[config.mk]
export PLATFORM = sky130hd
export DESIGN_NAME = pci_tgt_window
export DESIGN_NICKNAME = d
export VERILOG_FILES = /design/src/rtl/pci_tgt_pkg.sv /design/src/rtl/pci_tgt_regs.sv /design/src/rtl/pci_tgt_cfg_gate.sv /design/src/rtl/pci_tgt_win_dec.sv /design/src/rtl/pci_tgt_window.sv
export SDC_FILE = /design/constraint.sdc
export NUM_CORES = 1
export LEC_CHECK = 0
export CAP_MARGIN = 20
export CORE_ASPECT_RATIO = 1.4
export CORE_MARGIN = 2
export CORE_UTILIZATION = 40
export CTS_BUF_LIST = sky130_fd_sc_hd__clkbuf_16
export DETAILED_ROUTE_END_ITERATION = 10
export SETUP_SLACK_MARGIN = 0.15
export SLEW_MARGIN = 20
export SYNTH_ARGS = -nofsm -noshare
export SYNTH_HDL_FRONTEND = slang
export SYNTH_HIERARCHICAL = 1
export SYNTH_SLANG_ARGS = --single-unit
[constraint.sdc]
create_clock -name clk_i -period 5.1 [get_ports clk_i]
set_input_delay 0.51 -clock clk_i [delete_from_list [all_inputs] [get_ports clk_i]]
set_output_delay 0.51 -clock clk_i [all_outputs]
set_load 0.02 [all_outputs]
[src/rtl/pci_tgt_pkg.sv]
package pci_tgt_pkg;
  parameter int AW     = 32;
  parameter int WIN_N  = 2;
  parameter int IDX_W  = 7;
  localparam int WSEL_W = (WIN_N > 1) ? $clog2(WIN_N) : 1;

  localparam logic [IDX_W-1:0] IX_IDENT  = IDX_W'(0);
  localparam logic [IDX_W-1:0] IX_CMD    = IDX_W'(1);
  localparam logic [IDX_W-1:0] IX_CLASS  = IDX_W'(2);
  localparam int               IX_BAR0   = 4;
  localparam logic [IDX_W-1:0] IX_SUBSYS = IDX_W'(11);
  localparam logic [IDX_W-1:0] IX_OPT    = IDX_W'(24);
  localparam int               IX_BANK   = 64;
  localparam logic [IDX_W-1:0] IX_W2EN   = IDX_W'(IX_BANK + 2*WIN_N);

  typedef struct packed {
    logic [31:0]                ident;
    logic [31:0]                class_rev;
    logic [31:0]                subsys;
    logic [15:0]                cmd;
    logic                       host_en;
    logic                       win2_en;
    logic [WIN_N-1:0][AW-1:0]   bar;
    logic [WIN_N-1:0][AW-1:0]   lbase;
    logic [WIN_N-1:0][AW-1:0]   mask;
  } regs_t;

  // visible BAR value: zero when the window has no size
  function automatic logic [AW-1:0] bar_view(input logic [AW-1:0] bar,
                                             input logic [AW-1:0] mask);
    return (mask == '0) ? '0 : (bar & ~mask);
  endfunction
endpackage

[src/rtl/pci_tgt_regs.sv]
module pci_tgt_regs
  import pci_tgt_pkg::*;
(
  input  logic             clk_i,
  input  logic             rst_ni,
  input  logic             lcl_we_i,
  input  logic [IDX_W-1:0] lcl_idx_i,
  input  logic [31:0]      lcl_wdata_i,
  input  logic             pci_we_i,
  input  logic [IDX_W-1:0] pci_idx_i,
  input  logic [31:0]      pci_wdata_i,
  output regs_t            regs_o
);
  regs_t r_q;

  always_ff @(posedge clk_i or negedge rst_ni) begin
    if (!rst_ni) begin
      r_q <= '0;
    end else if (lcl_we_i) begin
      if (lcl_idx_i == IX_IDENT)  r_q.ident     <= lcl_wdata_i;
      if (lcl_idx_i == IX_CMD)    r_q.cmd       <= lcl_wdata_i[15:0];
      if (lcl_idx_i == IX_CLASS)  r_q.class_rev <= lcl_wdata_i;
      if (lcl_idx_i == IX_SUBSYS) r_q.subsys    <= lcl_wdata_i;
      if (lcl_idx_i == IX_OPT)    r_q.host_en   <= lcl_wdata_i[0];
      if (lcl_idx_i == IX_W2EN)   r_q.win2_en   <= lcl_wdata_i[0];
      for (int w = 0; w < WIN_N; w++) begin
        if (lcl_idx_i == IDX_W'(IX_BAR0 + w))
          r_q.bar[w] <= lcl_wdata_i & ~r_q.mask[w];
        if (lcl_idx_i == IDX_W'(IX_BANK + 2*w))
          r_q.lbase[w] <= lcl_wdata_i;
        if (lcl_idx_i == IDX_W'(IX_BANK + 2*w + 1))
          r_q.mask[w] <= lcl_wdata_i;
      end
    end else if (pci_we_i) begin
      // PCI side may change only command and BARs
      if (pci_idx_i == IX_CMD) r_q.cmd <= pci_wdata_i[15:0];
      for (int w = 0; w < WIN_N; w++) begin
        if (pci_idx_i == IDX_W'(IX_BAR0 + w))
          r_q.bar[w] <= pci_wdata_i & ~r_q.mask[w];
      end
    end
  end

  assign regs_o = r_q;
endmodule

[src/rtl/pci_tgt_cfg_gate.sv]
module pci_tgt_cfg_gate
  import pci_tgt_pkg::*;
(
  input  logic             cfg_valid_i,
  input  logic             cfg_we_i,
  input  logic [IDX_W-1:0] cfg_idx_i,
  input  regs_t            regs_i,
  output logic             cfg_retry_o,
  output logic             pci_we_o,
  output logic [31:0]      cfg_rdata_o
);
  logic [31:0] view;

  assign cfg_retry_o = cfg_valid_i & ~regs_i.host_en;
  assign pci_we_o    = cfg_valid_i & cfg_we_i & regs_i.host_en;

  always_comb begin
    view = '0;
    if (cfg_idx_i == IX_IDENT)  view = regs_i.ident;
    if (cfg_idx_i == IX_CMD)    view = {16'h0, regs_i.cmd};
    if (cfg_idx_i == IX_CLASS)  view = regs_i.class_rev;
    if (cfg_idx_i == IX_SUBSYS) view = regs_i.subsys;
    if (cfg_idx_i == IX_OPT)    view = {31'h0, regs_i.host_en};
    for (int w = 0; w < WIN_N; w++) begin
      if (cfg_idx_i == IDX_W'(IX_BAR0 + w))
        view = bar_view(regs_i.bar[w], regs_i.mask[w]);
    end
  end

  assign cfg_rdata_o = (cfg_valid_i & ~cfg_we_i & regs_i.host_en) ? view : '0;
endmodule

[src/rtl/pci_tgt_win_dec.sv]
module pci_tgt_win_dec
  import pci_tgt_pkg::*;
(
  input  logic [AW-1:0] addr_i,
  input  logic [AW-1:0] bar_i,
  input  logic [AW-1:0] mask_i,
  input  logic          en_i,
  output logic          hit_o,
  output logic [AW-1:0] off_o
);
  assign hit_o = en_i && (mask_i != '0) && ((addr_i & ~mask_i) == (bar_i & ~mask_i));
  assign off_o = addr_i & mask_i;
endmodule

[src/rtl/pci_tgt_window.sv]
module pci_tgt_window
  import pci_tgt_pkg::*;
(
  input  logic              clk_i,
  input  logic              rst_ni,
  input  logic              lcl_we_i,
  input  logic [IDX_W-1:0]  lcl_idx_i,
  input  logic [31:0]       lcl_wdata_i,
  input  logic              cfg_valid_i,
  input  logic              cfg_we_i,
  input  logic [IDX_W-1:0]  cfg_idx_i,
  input  logic [31:0]       cfg_wdata_i,
  output logic              cfg_retry_o,
  output logic [31:0]       cfg_rdata_o,
  input  logic              mem_valid_i,
  input  logic [AW-1:0]     mem_addr_i,
  output logic              mem_hit_o,
  output logic [WSEL_W-1:0] mem_win_o,
  output logic [AW-1:0]     mem_laddr_o,
  output logic              mem_ignore_o
);
  regs_t                    regs;
  logic                     pci_we;
  logic [WIN_N-1:0]         win_hit;
  logic [WIN_N-1:0]         win_en;
  logic [WIN_N-1:0][AW-1:0] win_off;
  logic [WSEL_W-1:0]        sel;
  logic                     any_hit;

  pci_tgt_regs u_regs (
    .clk_i       (clk_i),
    .rst_ni      (rst_ni),
    .lcl_we_i    (lcl_we_i),
    .lcl_idx_i   (lcl_idx_i),
    .lcl_wdata_i (lcl_wdata_i),
    .pci_we_i    (pci_we),
    .pci_idx_i   (cfg_idx_i),
    .pci_wdata_i (cfg_wdata_i),
    .regs_o      (regs)
  );

  pci_tgt_cfg_gate u_gate (
    .cfg_valid_i (cfg_valid_i),
    .cfg_we_i    (cfg_we_i),
    .cfg_idx_i   (cfg_idx_i),
    .regs_i      (regs),
    .cfg_retry_o (cfg_retry_o),
    .pci_we_o    (pci_we),
    .cfg_rdata_o (cfg_rdata_o)
  );

  for (genvar w = 0; w < WIN_N; w++) begin : g_win
    if (w == 0) begin : g_fixed
      assign win_en[w] = 1'b1;
    end else begin : g_prog
      assign win_en[w] = regs.win2_en;
    end
    pci_tgt_win_dec u_dec (
      .addr_i (mem_addr_i),
      .bar_i  (regs.bar[w]),
      .mask_i (regs.mask[w]),
      .en_i   (win_en[w]),
      .hit_o  (win_hit[w]),
      .off_o  (win_off[w])
    );
  end

  // lowest index wins
  always_comb begin
    sel     = '0;
    any_hit = 1'b0;
    for (int w = WIN_N-1; w >= 0; w--) begin
      if (win_hit[w]) begin
        sel     = WSEL_W'(w);
        any_hit = 1'b1;
      end
    end
  end

  assign mem_hit_o    = mem_valid_i & regs.cmd[1] & any_hit;
  assign mem_win_o    = mem_hit_o ? sel : '0;
  assign mem_laddr_o  = mem_hit_o ? (regs.lbase[sel] + win_off[sel]) : '0;
  assign mem_ignore_o = mem_valid_i & ~mem_hit_o;
endmodule

After elaboration in Yosys (flattened, before gate mapping)
Index checks and enable logic that the tools add are counted.
{"block": "classes", "addsub": 1, "order_cmp": 1, "n_eq_ne": 22, "muxes": 29, "bitwise_logic": 23, "n_reduce_logical": 25}
{"cell": "32-bit two-way mux", "n": 19}
{"cell": "32-bit bitwise AND", "n": 10}
{"cell": "64-bit two-way mux", "n": 2}
{"cell": "32-bit == test", "n": 2}
{"cell": "32-bit logical NOT", "n": 2}
{"cell": "16-bit two-way mux", "n": 4}
{"cell": "32-bit inverter", "n": 2}
{"cell": "32-bit nonzero test", "n": 2}
{"cell": "7-bit == test, second input constant", "n": 5}
{"cell": "32-bit adder", "n": 1}
{"cell": "7-bit by 3-bit == test with 1-bit output, second input constant", "n": 4}
{"cell": "2-bit AND reduction", "n": 9}
{"cell": "7-bit by 1-bit == test with 1-bit output, second input constant", "n": 2}
{"cell": "7-bit by 2-bit == test with 1-bit output, second input constant", "n": 2}
{"cell": "7-bit by 4-bit == test with 1-bit output, second input constant", "n": 2}
{"cell": "7-bit by 5-bit == test with 1-bit output, second input constant", "n": 2}
{"cell": "7-bit logical NOT", "n": 2}
{"cell": "3-bit AND reduction", "n": 3}
{"cell": "1-bit bitwise AND", "n": 8}
{"cell": "2-bit nonzero test", "n": 4}
{"cell": "2-bit by 1-bit inequality test with 1-bit output, second input constant", "n": 3}
{"cell": "1-bit two-way mux", "n": 4}
{"cell": "1-bit logical AND", "n": 3}
{"cell": "1-bit inverter", "n": 3}
{"cell": "1-bit by 2-bit less-than comparator with 1-bit output, second input constant", "n": 1}
{"block": "word_totals", "register_bits": 306, "in_bits": 116, "out_inout_bits": 68, "wordCells": 113}

Depth between registers and ports, before layout
Gate-level depths: netlist of the first run.
{"block": "logic_depth", "ltp_word": 10, "depth_mapped": 19, "ltp_nobuf": 18}

By module
Netlist of the first run, hierarchy kept.
{"mod": "pci_tgt_regs", "instances": 1, "cells_each": 798, "area_per_inst_um2": 12084.1, "seq_area_each_um2": 7657.3}
{"mod": "pci_tgt_window", "instances": 1, "cells_each": 369, "area_per_inst_um2": 2771.4, "seq_area_each_um2": 0.0}
{"mod": "pci_tgt_cfg_gate", "instances": 1, "cells_each": 276, "area_per_inst_um2": 2064.5, "seq_area_each_um2": 0.0}
{"mod": "pci_tgt_win_dec", "instances": 2, "cells_each": 96, "area_per_inst_um2": 738.2, "seq_area_each_um2": 0.0}

Least setup slack after synthesis of the first run
Ideal clock, no wire load.
{"block": "synth_timing", "path_type": "input to output", "start": "in mem_addr_i[24]", "end": "out mem_laddr_o[26]", "t_arrival_ps": 4642, "t_required_ps": 4590, "setup_slack_ps": -52, "path_stages": 17, "cell_sequence": "xnor2_1 o22a_1 o221ai_2 nor4_1 and4_1 nor2b_1 clkbuf_1 clkbuf_1 mux2_2 ha_1 and3_2 o21ai_2 a21oi_2 o41ai_4 o21ai_2 a41oi_2 o311ai_0"}
{"block": "synth_via", "elab_chain_len": 9, "word_cells_on_any_way": 18}
{"element": "from (decl)", "line": "pci_tgt_window.sv:16", "text": "input logic [AW-1:0] mem_addr_i,"}
{"element": "32-bit bitwise AND (*)", "line": "pci_tgt_win_dec.sv:11", "text": "assign hit_o = en_i && (mask_i != '0) && ((addr_i & ~mask_i) == (bar_i & ~mask_i));"}
{"element": "32-bit == test (*)", "line": "pci_tgt_win_dec.sv:11"}
{"element": "1-bit logical AND (*)", "line": "pci_tgt_win_dec.sv:11"}
{"element": "via win_hit[1]", "line": "pci_tgt_window.sv:24", "text": "logic [WIN_N-1:0] win_hit;"}
{"element": "1-bit two-way mux (*)", "line": "pci_tgt_window.sv:73", "text": "if (win_hit[w]) begin"}
{"element": "1-bit two-way mux", "line": "pci_tgt_window.sv:73"}
{"element": "32-bit two-way mux (implied by the code) (2 in a row)", "line": "pci_tgt_window.sv:82", "text": "assign mem_laddr_o = mem_hit_o ? (regs.lbase[sel] + win_off[sel]) : '0;"}
{"element": "32-bit adder", "line": "pci_tgt_window.sv:82"}
{"element": "32-bit two-way mux (*)", "line": "pci_tgt_window.sv:82"}
{"element": "to (decl)", "line": "pci_tgt_window.sv:19", "text": "output logic [AW-1:0] mem_laddr_o,"}
The timed path passes the listed nets; every way through them passes the cells marked *. The select of a mux whose other input is x is not followed.

Worst setup path after layout of the first run
{"block": "layout_timing", "start": "in mem_addr_i[28]", "end": "out mem_laddr_o[28]"}
Same word-level chain as after synthesis.

==> results.json, run 1 <==
{
  "timing_max_transition_violations_final": 0,
  "drive_above_1_share_pct": 41.6,
  "finalHoldViolCount": 0,
  "detailedRoute.firstIterationViolations": 1297,
  "vdd_ir_drop_max_v": 0.000201,
  "hpwl_um": 49800,
  "grt.overflow.total": 0,
  "fin_skew_ps": 13.5,
  "cts_root_buf": "sky130_fd_sc_hd__clkbuf_16",
  "post-synth-top-area-cell": "sky130_fd_sc_hd__dfrtp_1",
  "dominantRegCellSynth": "sky130_fd_sc_hd__dfrtp_1",
  "post-route-period-util_pct": 112,
  "timing.max_slew.rel_slack_pct": 29.8,
  "violated_checks": "setup timing",
  "groute.usage.overall_pct": 28.5,
  "num_rows": 93,
  "clockPowerShare_pct": 39.0,
  "antenna_violating_nets_post_route": 0,
  "grt_antenna_before_repair": 1,
  "areaGrowthSynthToFinish_pct": 35.6,
  "die_area_um2": 47700,
  "async_s_r_ff_share_synth_pct": 100,
  "switchingPower_uw": 1880,
  "timing_worst_slew_pin_value_ps": 1050,
  "synth_area_per_cell_um2": 11.3,
  "class_of_the_worst_hold_path": "in -> async",
  "ctsHtreeMaxLevel": 2,
  "share_seq_of_total_power_pct": 40.6,
  "post-route-drc-count": 0,
  "cell_area_after_synthesis_um2": 18400,
  "post_cts_hold_buffer_count": 0,
  "total_power_uw": 6810,
  "synth_common_cells": "334 x sky130_fd_sc_hd__mux2_2, 306 x sky130_fd_sc_hd__dfrtp_1, 83 x sky130_fd_sc_hd__nand2_1",
  "fmaxAchievable_mhz": 175,
  "dp.cells": 2622,
  "min_period_ps": 5730,
  "design_area_um2": 25000,
  "cts_inserted_buffers": 35,
  "start_util_pct": 40.2,
  "insertion_delay_ps": 540,
  "status": "finished, violations left",
  "viasPerCell": 5.75,
  "first_global_vias": 16100,
  "maxCapViolCount": 0,
  "fin_setup_tns_ps": -8850,
  "critical_path.slowest_cell": "sky130_fd_sc_hd__clkdlybuf4s50_1",
  "max_stage_delay_ps": 540,
  "setup_repair_after_global_routing_missed_its_margin": "yes",
  "routabilityCongestion": 0.992,
  "post_layout_nonfiller_instances": 2716,
  "drt_wl_total_um": 69200,
  "yosys-top-cells-area": "sky130_fd_sc_hd__dfrtp_1 42%, sky130_fd_sc_hd__mux2_2 20%, sky130_fd_sc_hd__mux2i_1 3.6%",
  "global_route_wire_length_before_repair_um": 101000,
  "synth_enable_flop_cells": 0,
  "clk_pin_slew_worst_paths_ps": 50,
  "crit_required_ps": 4590,
  "maximum_count_of_clock_buffers_along_a_single_path": 3,
  "sw_frac_of_total_pct": 27.7,
  "routed_len_inst_um": 25.5,
  "synth_cells": 1635,
  "yosys.cell_types.count": 91,
  "critPathKind": "in -> out",
  "port-buffer-count": 183,
  "synth-seq-area-share_pct": 41.6,
  "critical_path.max_fanout": 7,
  "dominant_cell_by_count_in_the_synthesized_netlist": "sky130_fd_sc_hd__mux2_2",
  "diodes": 0,
  "flip_flop_and_latch_count_after_synthesis": 306,
  "timing.critical_path.cells": "clkdlybuf4s50_1, xnor2_1, o22ai_1, nor3_1, and4_1, nor2b_4, buf_12, buf_12, mux2_4, ha_4, and3_4, buf_6, o21ai_4, a21oi_4, o41ai_4, buf_4, o311ai_4, a211oi_2, or3_1, a21oi_2, buf_6",
  "drt_pre_antenna_iters": 5,
  "synth_nets": 1783,
  "crit_path_end_kind": "output port",
  "detailroute.via_count": 15600,
  "critPathArrivalTime_ps": 5220,
  "critical_path.n_buffers_inverters": 6,
  "setup_viol": 23,
  "total_leakage_power_uw": 0.0115,
  "postPlaceCellArea_um2": 22700,
  "combPwrFrac_pct": 20.4,
  "path_delay_family": "simple AND/OR/NAND/NOR gates",
  "final_core_utilization_pct": 54.6,
  "grt_start_max_net_pins": 118,
  "critical_path.startpoint_type": "primary input",
  "floorplan.core_area_um2": 45700,
  "die_y_extent_um": 258,
  "largest_reg_flops": 306,
  "fp.dieW_um": 185,
  "yosys_warnings": 6,
  "num-nets-final": 2223,
  "fraction_of_post_synthesis_cell_area_in_the_top_cell_type_by_area_pct": 41.6,
  "final_critical_path_setup_slack_ps": -630,
  "top_level_ports": 184,
  "tritoncts": "done",
  "p_int_uw": 4920,
  "power_density_nw_per_um2": 273,
  "clock-sinks": 306
}
==> per-layer routing <==
metal  up-vias  share of wire (%)  track usage [%]  wire length (um)
li1       6943                  -                -                 -
met1      7970                 39             34.8             27200
met2       561                 51             50.1             35100
met3       143                5.2             3.74              3570
met4         0                4.8             12.3              3320
met5         -                  0                0                 0
==> worst reg2reg max path, cell delays in order, from the launching register on <==
cell and delay [ps]:
sky130_fd_sc_hd__dfrtp_1 420, sky130_fd_sc_hd__and3_1 170, sky130_fd_sc_hd__nor4b_2 300, sky130_fd_sc_hd__and4b_1 250, sky130_fd_sc_hd__buf_4 480, sky130_fd_sc_hd__a21oi_2 50, sky130_fd_sc_hd__buf_4 340, sky130_fd_sc_hd__o32ai_1 410
==> cells by family (layout without fill, tap and decap cells) <==
family	Yosys count	count (layout)	synth area share, %
AOI/OAI and AO/OA	265	265	11.0
xor gates and xnor gates	89	89	4.32
adders and majority gates	32	32	2.22
buffers and inverters	119	583	2.98
DFF	306	306	41.6
muxes	402	402	24.2
other	1	1	0.0204
and+or+nand+nor	421	421	13.7
==> layout make-up <==
type	instances	area [um2]
multi-input cells	1210	10900
inverters	32	120
clock inverters	24	267
repair buffers	490	4310
clock buffers	37	926
well taps	617	772
fillers	4003	20800
flip-flops and latches	306	7660
==> cells in the final DEF, fill, tap and decap left out, drive strengths merged, types with 16 or more instances in the layout <==
| master | n |
|---|---|
| buf | 337 |
| mux2 | 336 |
| dfrtp | 306 |
| clkdlybuf4s50 | 141 |
| nand2 | 83 |
| nor2 | 82 |
| xnor2 | 75 |
| and2 | 70 |
| mux2i | 66 |
| a221oi | 54 |
| or3b | 50 |
| o21ai | 48 |
| inv | 41 |
| clkbuf | 39 |
| nor4 | 38 |
| a21oi | 34 |
| o32ai | 32 |
| ha | 31 |
| o22ai | 17 |
| nor3 | 17 |
| a21o | 16 |
==> power groups by stage <==
stage | clock network, uW | logic (uW) | registers (uW)
2_1_floorplan | 0 | 605 | 2790
3_3_place_gp | 0 | 1300 | 2790
3_5_place_dp | 0 | 1310 | 2800
4_1_cts | 2680 | 1340 | 2760
5_1_grt | 2780 | 1470 | 2780
6_report | 2660 | 1390 | 2760
==> timing repair <==
action,4_1_cts,5_1_grt
resized for setup,194,101
pin swaps,37,60
gates cloned,1,1
setup buffers,12,17
setup endpoints to repair,30,30
==> path summary, 6_finish.rpt <==
kind | start | to | slack, ps | depth (start not counted)
max | mem_addr_i[28] | mem_laddr_o[28] | -630 | 21
min | rst_ni | u_regs/regs_o[302]$_DFFE_PN0P_ | 10 | 1
max reg2reg | u_regs/regs_o[193]$_DFFE_PN0P_ | u_regs/regs_o[144]$_DFFE_PN0P_ | 2580 | 7
min reg2reg | u_regs/regs_o[298]$_DFFE_PN0P_ | u_regs/regs_o[298]$_DFFE_PN0P_ | 500 | 1
max in group asynchronous | rst_ni | u_regs/regs_o[104]$_DFFE_PN0P_ | 3870 | 2
min in group clk_i | u_regs/regs_o[298]$_DFFE_PN0P_ | u_regs/regs_o[298]$_DFFE_PN0P_ | 500 | 1
==> metrics by stage <==
stage | setup slack (ps) | hold WS (ps)
6_report | -630 | 14.3
2_1_floorplan | 167 | 214
5_1_grt | -710 | 72.1
3_3_place_gp | -1230 | 478
4_1_cts | -465 | 43.2
3_5_place_dp | -1210 | 488
(Power assumes the default switching activity.)
==> run 2: changes to the inputs <==
CAP_MARGIN = 5   (was 20)
CORE_ASPECT_RATIO = default   (was 1.4)
==> results.json, run 2 (synthesized netlist as in run 1, its figures left out) <==
{
  "routabilityCongestion": 0.970,
  "critical_path.max_fanout": 7,
  "ctsHtreeMaxLevel": 2,
  "clock-sinks": 306,
  "critical_path.reg2reg.endpoint": "u_regs/regs_o[154]$_DFFE_PN0P_",
  "detailedRoute.firstIterationViolations": 1279,
  "drt_pre_antenna_iters": 6,
  "viasPerCell": 5.87,
  "tritoncts": "done",
  "worst_setup_slack_for_register_to_register_paths_ps": 2640,
  "critical_path.reg2reg.startpoint": "u_regs/regs_o[193]$_DFFE_PN0P_",
  "detailroute.via_count": 15900,
  "die_y_extent_um": 218,
  "timing_worst_slew_pin_value_ps": 1070,
  "routed_len_inst_um": 25.8,
  "layout_commonest_cell": "sky130_fd_sc_hd__buf_4",
  "groute.usage.overall_pct": 29.2,
  "diodes": 0,
  "die_area_um2": 47700,
  "min_period_ps": 5610,
  "drive_above_1_share_pct": 43.3,
  "hpwl_um": 49600,
  "class_of_the_worst_hold_path": "in -> async",
  "port-buffer-count": 183,
  "ff2ff_path_depth": 6,
  "setup_repair_after_global_routing_missed_its_margin": "yes",
  "post-route-drc-count": 0,
  "final_critical_path_setup_slack_ps": -507,
  "vdd_ir_drop_max_v": 0.000206,
  "fp.dieW_um": 218,
  "fin_skew_ps": 11.7,
  "clk_pin_slew_worst_paths_ps": 60,
  "maxCapViolCount": 0,
  "critPathKind": "reg -> out",
  "largest_reg_flops": 306,
  "insertion_delay_ps": 530,
  "drt_wl_total_um": 70000,
  "finalHoldViolCount": 0,
  "startpoint": "u_regs/regs_o[12]$_DFFE_PN0P_",
  "status": "finished, violations left",
  "start_util_pct": 40.5,
  "antenna_violating_nets_post_route": 0,
  "grt.overflow.total": 0,
  "maximum_count_of_clock_buffers_along_a_single_path": 3,
  "grt_antenna_before_repair": 0,
  "cts_inserted_buffers": 35,
  "postPlaceCellArea_um2": 23000,
  "top_level_ports": 184,
  "global_route_wire_length_before_repair_um": 104000,
  "critical_path.startpoint_type": "register",
  "violated_checks": "setup timing",
  "power_density_nw_per_um2": 259,
  "crit_required_ps": 4590,
  "fin_setup_tns_ps": -7360,
  "setup_viol": 24,
  "post-route-period-util_pct": 110,
  "fmaxAchievable_mhz": 178,
  "layout_common_cells": "317 x sky130_fd_sc_hd__buf_4, 306 x sky130_fd_sc_hd__dfrtp_1, 303 x sky130_fd_sc_hd__mux2_2, 144 x sky130_fd_sc_hd__clkdlybuf4s50_1, 77 x sky130_fd_sc_hd__nand2_1",
  "first_global_vias": 16500,
  "design_area_um2": 25200,
  "post_cts_hold_buffer_count": 0,
  "setup.worst_path.end": "mem_laddr_o[24]",
  "total_leakage_power_uw": 0.0116,
  "cts_root_buf": "sky130_fd_sc_hd__clkbuf_16",
  "timing.max_slew.rel_slack_pct": 28.8,
  "floorplan.core_area_um2": 45400,
  "num-nets-final": 2244,
  "timing_max_transition_violations_final": 0,
  "num_rows": 78,
  "critPathArrivalTime_ps": 5100,
  "grt_start_max_net_pins": 100,
  "areaGrowthSynthToFinish_pct": 36.9,
  "crit_path_end_kind": "output port"
}
[run 2: cell type report]
cell class | count | area (um2)
clock inverters | 21 | 86.3
well taps | 600 | 751
inverters | 32 | 120
flip-flops and latches | 306 | 7660
repair buffers | 511 | 4470
fillers | 3946 | 20200
multi-input cells | 1210 | 11200
clock buffers | 37 | 926
[run 2: routing by layer]
metal | track usage, % | part of all wire (%) | vias to the layer above
met5 | 0 | 0 | -
met4 | 12.1 | 4.3 | 0
met3 | 5.58 | 6.7 | 145
met2 | 47.2 | 47 | 595
met1 | 38.2 | 42 | 8172
li1 | - | - | 7028
[run 2: worst min path at each step]
stage,from,to,slack (ps),depth (start not counted)
floorplan,rst_ni,u_regs/regs_o[0]$_DFFE_PN0P_,210,0
finish,rst_ni,u_regs/regs_o[122]$_DFFE_PN0P_,20,1
detailed placement,u_regs/regs_o[105]$_DFFE_PN0P_,u_regs/regs_o[105]$_DFFE_PN0P_,490,1
global route,rst_ni,u_regs/regs_o[90]$_DFFE_PN0P_,90,1
global placement,u_regs/regs_o[249]$_DFFE_PN0P_,u_regs/regs_o[249]$_DFFE_PN0P_,470,1
CTS,rst_ni,u_regs/regs_o[233]$_DFFE_PN0P_,60,1
[run 2: worst max-delay path: stages (launching register included)]
cell and delay, ps:
sky130_fd_sc_hd__dfrtp_1 390, sky130_fd_sc_hd__nor4_2 300, sky130_fd_sc_hd__buf_4 170, sky130_fd_sc_hd__nand4_1 170, sky130_fd_sc_hd__o221ai_2 250, sky130_fd_sc_hd__nor4_1 60, sky130_fd_sc_hd__and4_2 280, sky130_fd_sc_hd__nor2b_4 180
sky130_fd_sc_hd__buf_6 140, sky130_fd_sc_hd__buf_12 130, sky130_fd_sc_hd__buf_12 130, sky130_fd_sc_hd__mux2_4 320, sky130_fd_sc_hd__ha_4 250, sky130_fd_sc_hd__a21oi_4 130, sky130_fd_sc_hd__o21bai_1 110, sky130_fd_sc_hd__a21o_2 260
sky130_fd_sc_hd__a311oi_4 370, sky130_fd_sc_hd__o311ai_4 200, sky130_fd_sc_hd__buf_4 180, sky130_fd_sc_hd__a21oi_2 130, sky130_fd_sc_hd__xor2_1 190, sky130_fd_sc_hd__nor2_1 70, sky130_fd_sc_hd__buf_4 170
[run 2: stage by stage]
stage          setup WS (ps)  cells  util [%]  power (uW)  hold slack (ps)
6_report                -507   2717      55.5        6540             18.3
5_1_grt                 -648   2717      55.5        6780             94.3
4_1_cts                 -459   2705      54.6        6530             63.5
3_3_place_gp           -1290   2633      50.6        4120              473
2_1_floorplan            167   1635         -        3400              214
3_5_place_dp           -1310   2633      50.6        4150              489
[run 2: power breakdown]
group / internal (uW) / total [uW] / switching (uW) / leakage [uW]
Clock: 1300 / 2320 / 1020 / 0.000533
Combinational: 722 / 1460 / 736 / 0.00693
Sequential: 2630 / 2760 / 130 / 0.00410
Total: 4650 / 6540 / 1890 / 0.0116
[run 2: timing repair]
action / CTS / global route
endpoints found under the setup margin: 31 / 29
resized for setup: 271 / 71
pin swaps: 59 / 70
gates cloned: 1 / 1
buffers inserted: 13 / 11
==> run 3: changes to the inputs <==
MAX_ROUTING_LAYER = met4   (was default)
SLEW_MARGIN = default   (was 20)
==> results.json, run 3 (synthesized netlist as in run 1, its figures left out) <==
{
  "status": "finished, violations left",
  "violated_checks": "setup timing",
  "drt_wl_total_um": 70500,
  "ff2ff_path_depth": 6,
  "post-route-period-util_pct": 111,
  "total_leakage_power_uw": 0.0116,
  "hpwl_um": 49600,
  "timing.max_slew.rel_slack_pct": 21.0,
  "timing_worst_slew_pin_value_ps": 1180,
  "post-route-drc-count": 0,
  "detailroute.via_count": 15700,
  "critical_path.slowest_cell": "sky130_fd_sc_hd__clkdlybuf4s50_1",
  "tritoncts": "done",
  "routabilityCongestion": 0.959,
  "clock-sinks": 306,
  "top_level_ports": 184,
  "viasPerCell": 5.77,
  "worst_hold_margin_ps": 62.9,
  "fin_skew_ps": 21.3,
  "grt.overflow.total": 0,
  "maximum_count_of_clock_buffers_along_a_single_path": 3,
  "floorplan.core_area_um2": 45400,
  "critical_path.max_fanout": 7,
  "final_core_utilization_pct": 55.7,
  "num-nets-final": 2253,
  "global_route_wire_length_before_repair_um": 104000,
  "grt_antenna_before_repair": 0,
  "critical_path.most_common_cell": "sky130_fd_sc_hd__buf_12",
  "drt_pre_antenna_iters": 7,
  "groute.usage.overall_pct": 30.1,
  "num_rows": 78,
  "critical_path_cell_count": 23,
  "min_period_ps": 5660,
  "layout_common_cells": "329 x sky130_fd_sc_hd__buf_4, 317 x sky130_fd_sc_hd__mux2_2, 306 x sky130_fd_sc_hd__dfrtp_1, 142 x sky130_fd_sc_hd__clkdlybuf4s50_1, 78 x sky130_fd_sc_hd__nand2_1",
  "port-buffer-count": 183,
  "setup_viol": 24,
  "power_density_nw_per_um2": 267,
  "class_of_the_worst_hold_path": "in -> async",
  "cts_inserted_buffers": 34,
  "max_stage_delay_ps": 580,
  "post_layout_nonfiller_instances": 2729,
  "critical_path.startpoint_type": "primary input",
  "vdd_ir_drop_max_v": 0.000288,
  "crit_path_end_kind": "output port",
  "largest_reg_flops": 306,
  "critPathArrivalTime_ps": 5150,
  "routed_len_inst_um": 25.8,
  "first_global_vias": 16100,
  "dp.cells": 2630,
  "timing_max_transition_violations_final": 0,
  "nFillCells": 3924,
  "dpl_worst_slack_ps": -1190,
  "finalHoldViolCount": 0,
  "final_critical_path_setup_slack_ps": -563,
  "timing.critical_path.cells": "clkdlybuf4s50_1, xnor2_1, o22a_1, o221ai_1, nor4_1, and4_2, nor2b_4, buf_12, buf_12, buf_16, mux2_4, inv_2, fa_2, and2b_2, o21ai_4, a21oi_4, o41ai_4, buf_6, o311ai_4, a211oi_2, or3_1, a21oi_2, buf_4",
  "path_delay_family": "compound AO/OA/AOI/OAI gates",
  "detailedRoute.firstIterationViolations": 1206,
  "areaGrowthSynthToFinish_pct": 37.4,
  "die_area_um2": 47700,
  "maxCapViolCount": 0,
  "grt_start_max_net_pins": 118,
  "antenna_violating_nets_post_route": 0,
  "fp.dieW_um": 218,
  "clk_pin_slew_worst_paths_ps": 60,
  "die_y_extent_um": 218,
  "diodes": 0,
  "cts_root_buf": "sky130_fd_sc_hd__clkbuf_16",
  "crit_required_ps": 4590,
  "critical_path.n_buffers_inverters": 7,
  "start_util_pct": 40.5,
  "drive_above_1_share_pct": 43.1,
  "critPathKind": "in -> out",
  "ctsHtreeMaxLevel": 2,
  "post_cts_hold_buffer_count": 0,
  "setup_repair_after_global_routing_missed_its_margin": "yes",
  "layout_commonest_cell": "sky130_fd_sc_hd__buf_4",
  "insertion_delay_ps": 540,
  "fmaxAchievable_mhz": 177
}
run 3: changes by cell type in the layout (fill, tap and decap cells not counted), sizes merged, moves of 2 or more:
cell	before	now
buf	359	369
bufinv	0	4
clkbuf	38	40
clkdlybuf4s50	144	142
clkinv	13	10
clkinvlp	0	3
dlygate4sd2	6	4
dlymetal6s2s	0	2
inv	40	38
run 3: layout make-up:
| cell class | instances | area [um2] | share of cell area, % |
|---|---|---|---|
| Tap cell | 600 | 751 | 2.97 |
| Clock buffer | 37 | 926 | 3.66 |
| Clock inverter | 23 | 204 | 0.807 |
| Sequential cell | 306 | 7660 | 30.3 |
| Timing Repair Buffer | 521 | 4580 | 18.1 |
| Inverter | 32 | 120 | 0.475 |
| Multi-Input combinational cell | 1210 | 11000 | 43.7 |
run 3: metrics by stage:
stage	power [uW]	setup TNS (ps)	instance area, um2
after CTS	6740	-5860	24900
final	6750	-9500	25300
after detailed placement	4150	-24070	22900
after global placement	4130	-22980	22900
after global routing	7010	-12710	25300
after floorplan	3400	0	18400
run 3: final timing paths:
check | start | to | slack, ps
hold reg to reg | u_regs/regs_o[249]$_DFFE_PN0P_ | u_regs/regs_o[249]$_DFFE_PN0P_ | 490
hold / removal | rst_ni | u_regs/regs_o[122]$_DFFE_PN0P_ | 60
max in group asynchronous | rst_ni | u_regs/regs_o[283]$_DFFE_PN0P_ | 3810
min in group clk_i | u_regs/regs_o[249]$_DFFE_PN0P_ | u_regs/regs_o[249]$_DFFE_PN0P_ | 490
setup reg to reg | u_regs/regs_o[193]$_DFFE_PN0P_ | u_regs/regs_o[149]$_DFFE_PN0P_ | 2670
setup / recovery | mem_addr_i[20] | mem_laddr_o[28] | -560
run 3: worst register-to-register path: stages (launching register included):
cell and delay [ps]:
sky130_fd_sc_hd__dfrtp_1 420, sky130_fd_sc_hd__and3_1 190, sky130_fd_sc_hd__nor4b_2 170, sky130_fd_sc_hd__and4b_1 270, sky130_fd_sc_hd__a21oi_4 680, sky130_fd_sc_hd__buf_4 410, sky130_fd_sc_hd__o32ai_1 140
run 3: repair_timing:
item	CTS	global route
cloned	3	1
setup endpoints to repair	30	33
buffers inserted	15	20
pin swaps	50	59
resized for setup	254	62
run 3: report_power, final:
part           total (uW)  switching, uW  internal (uW)
registers            2760            130           2630
logic                1460            734            725
clock network        2530           1030           1500
total                6750           1890           4860
run 3: per-layer routing:
metal | GRT usage [%] | wire length [um]
met5 | - | 0
met4 | 10.9 | 2790
met3 | 4.27 | 4300
met2 | 48.0 | 33200
met1 | 39.1 | 30300
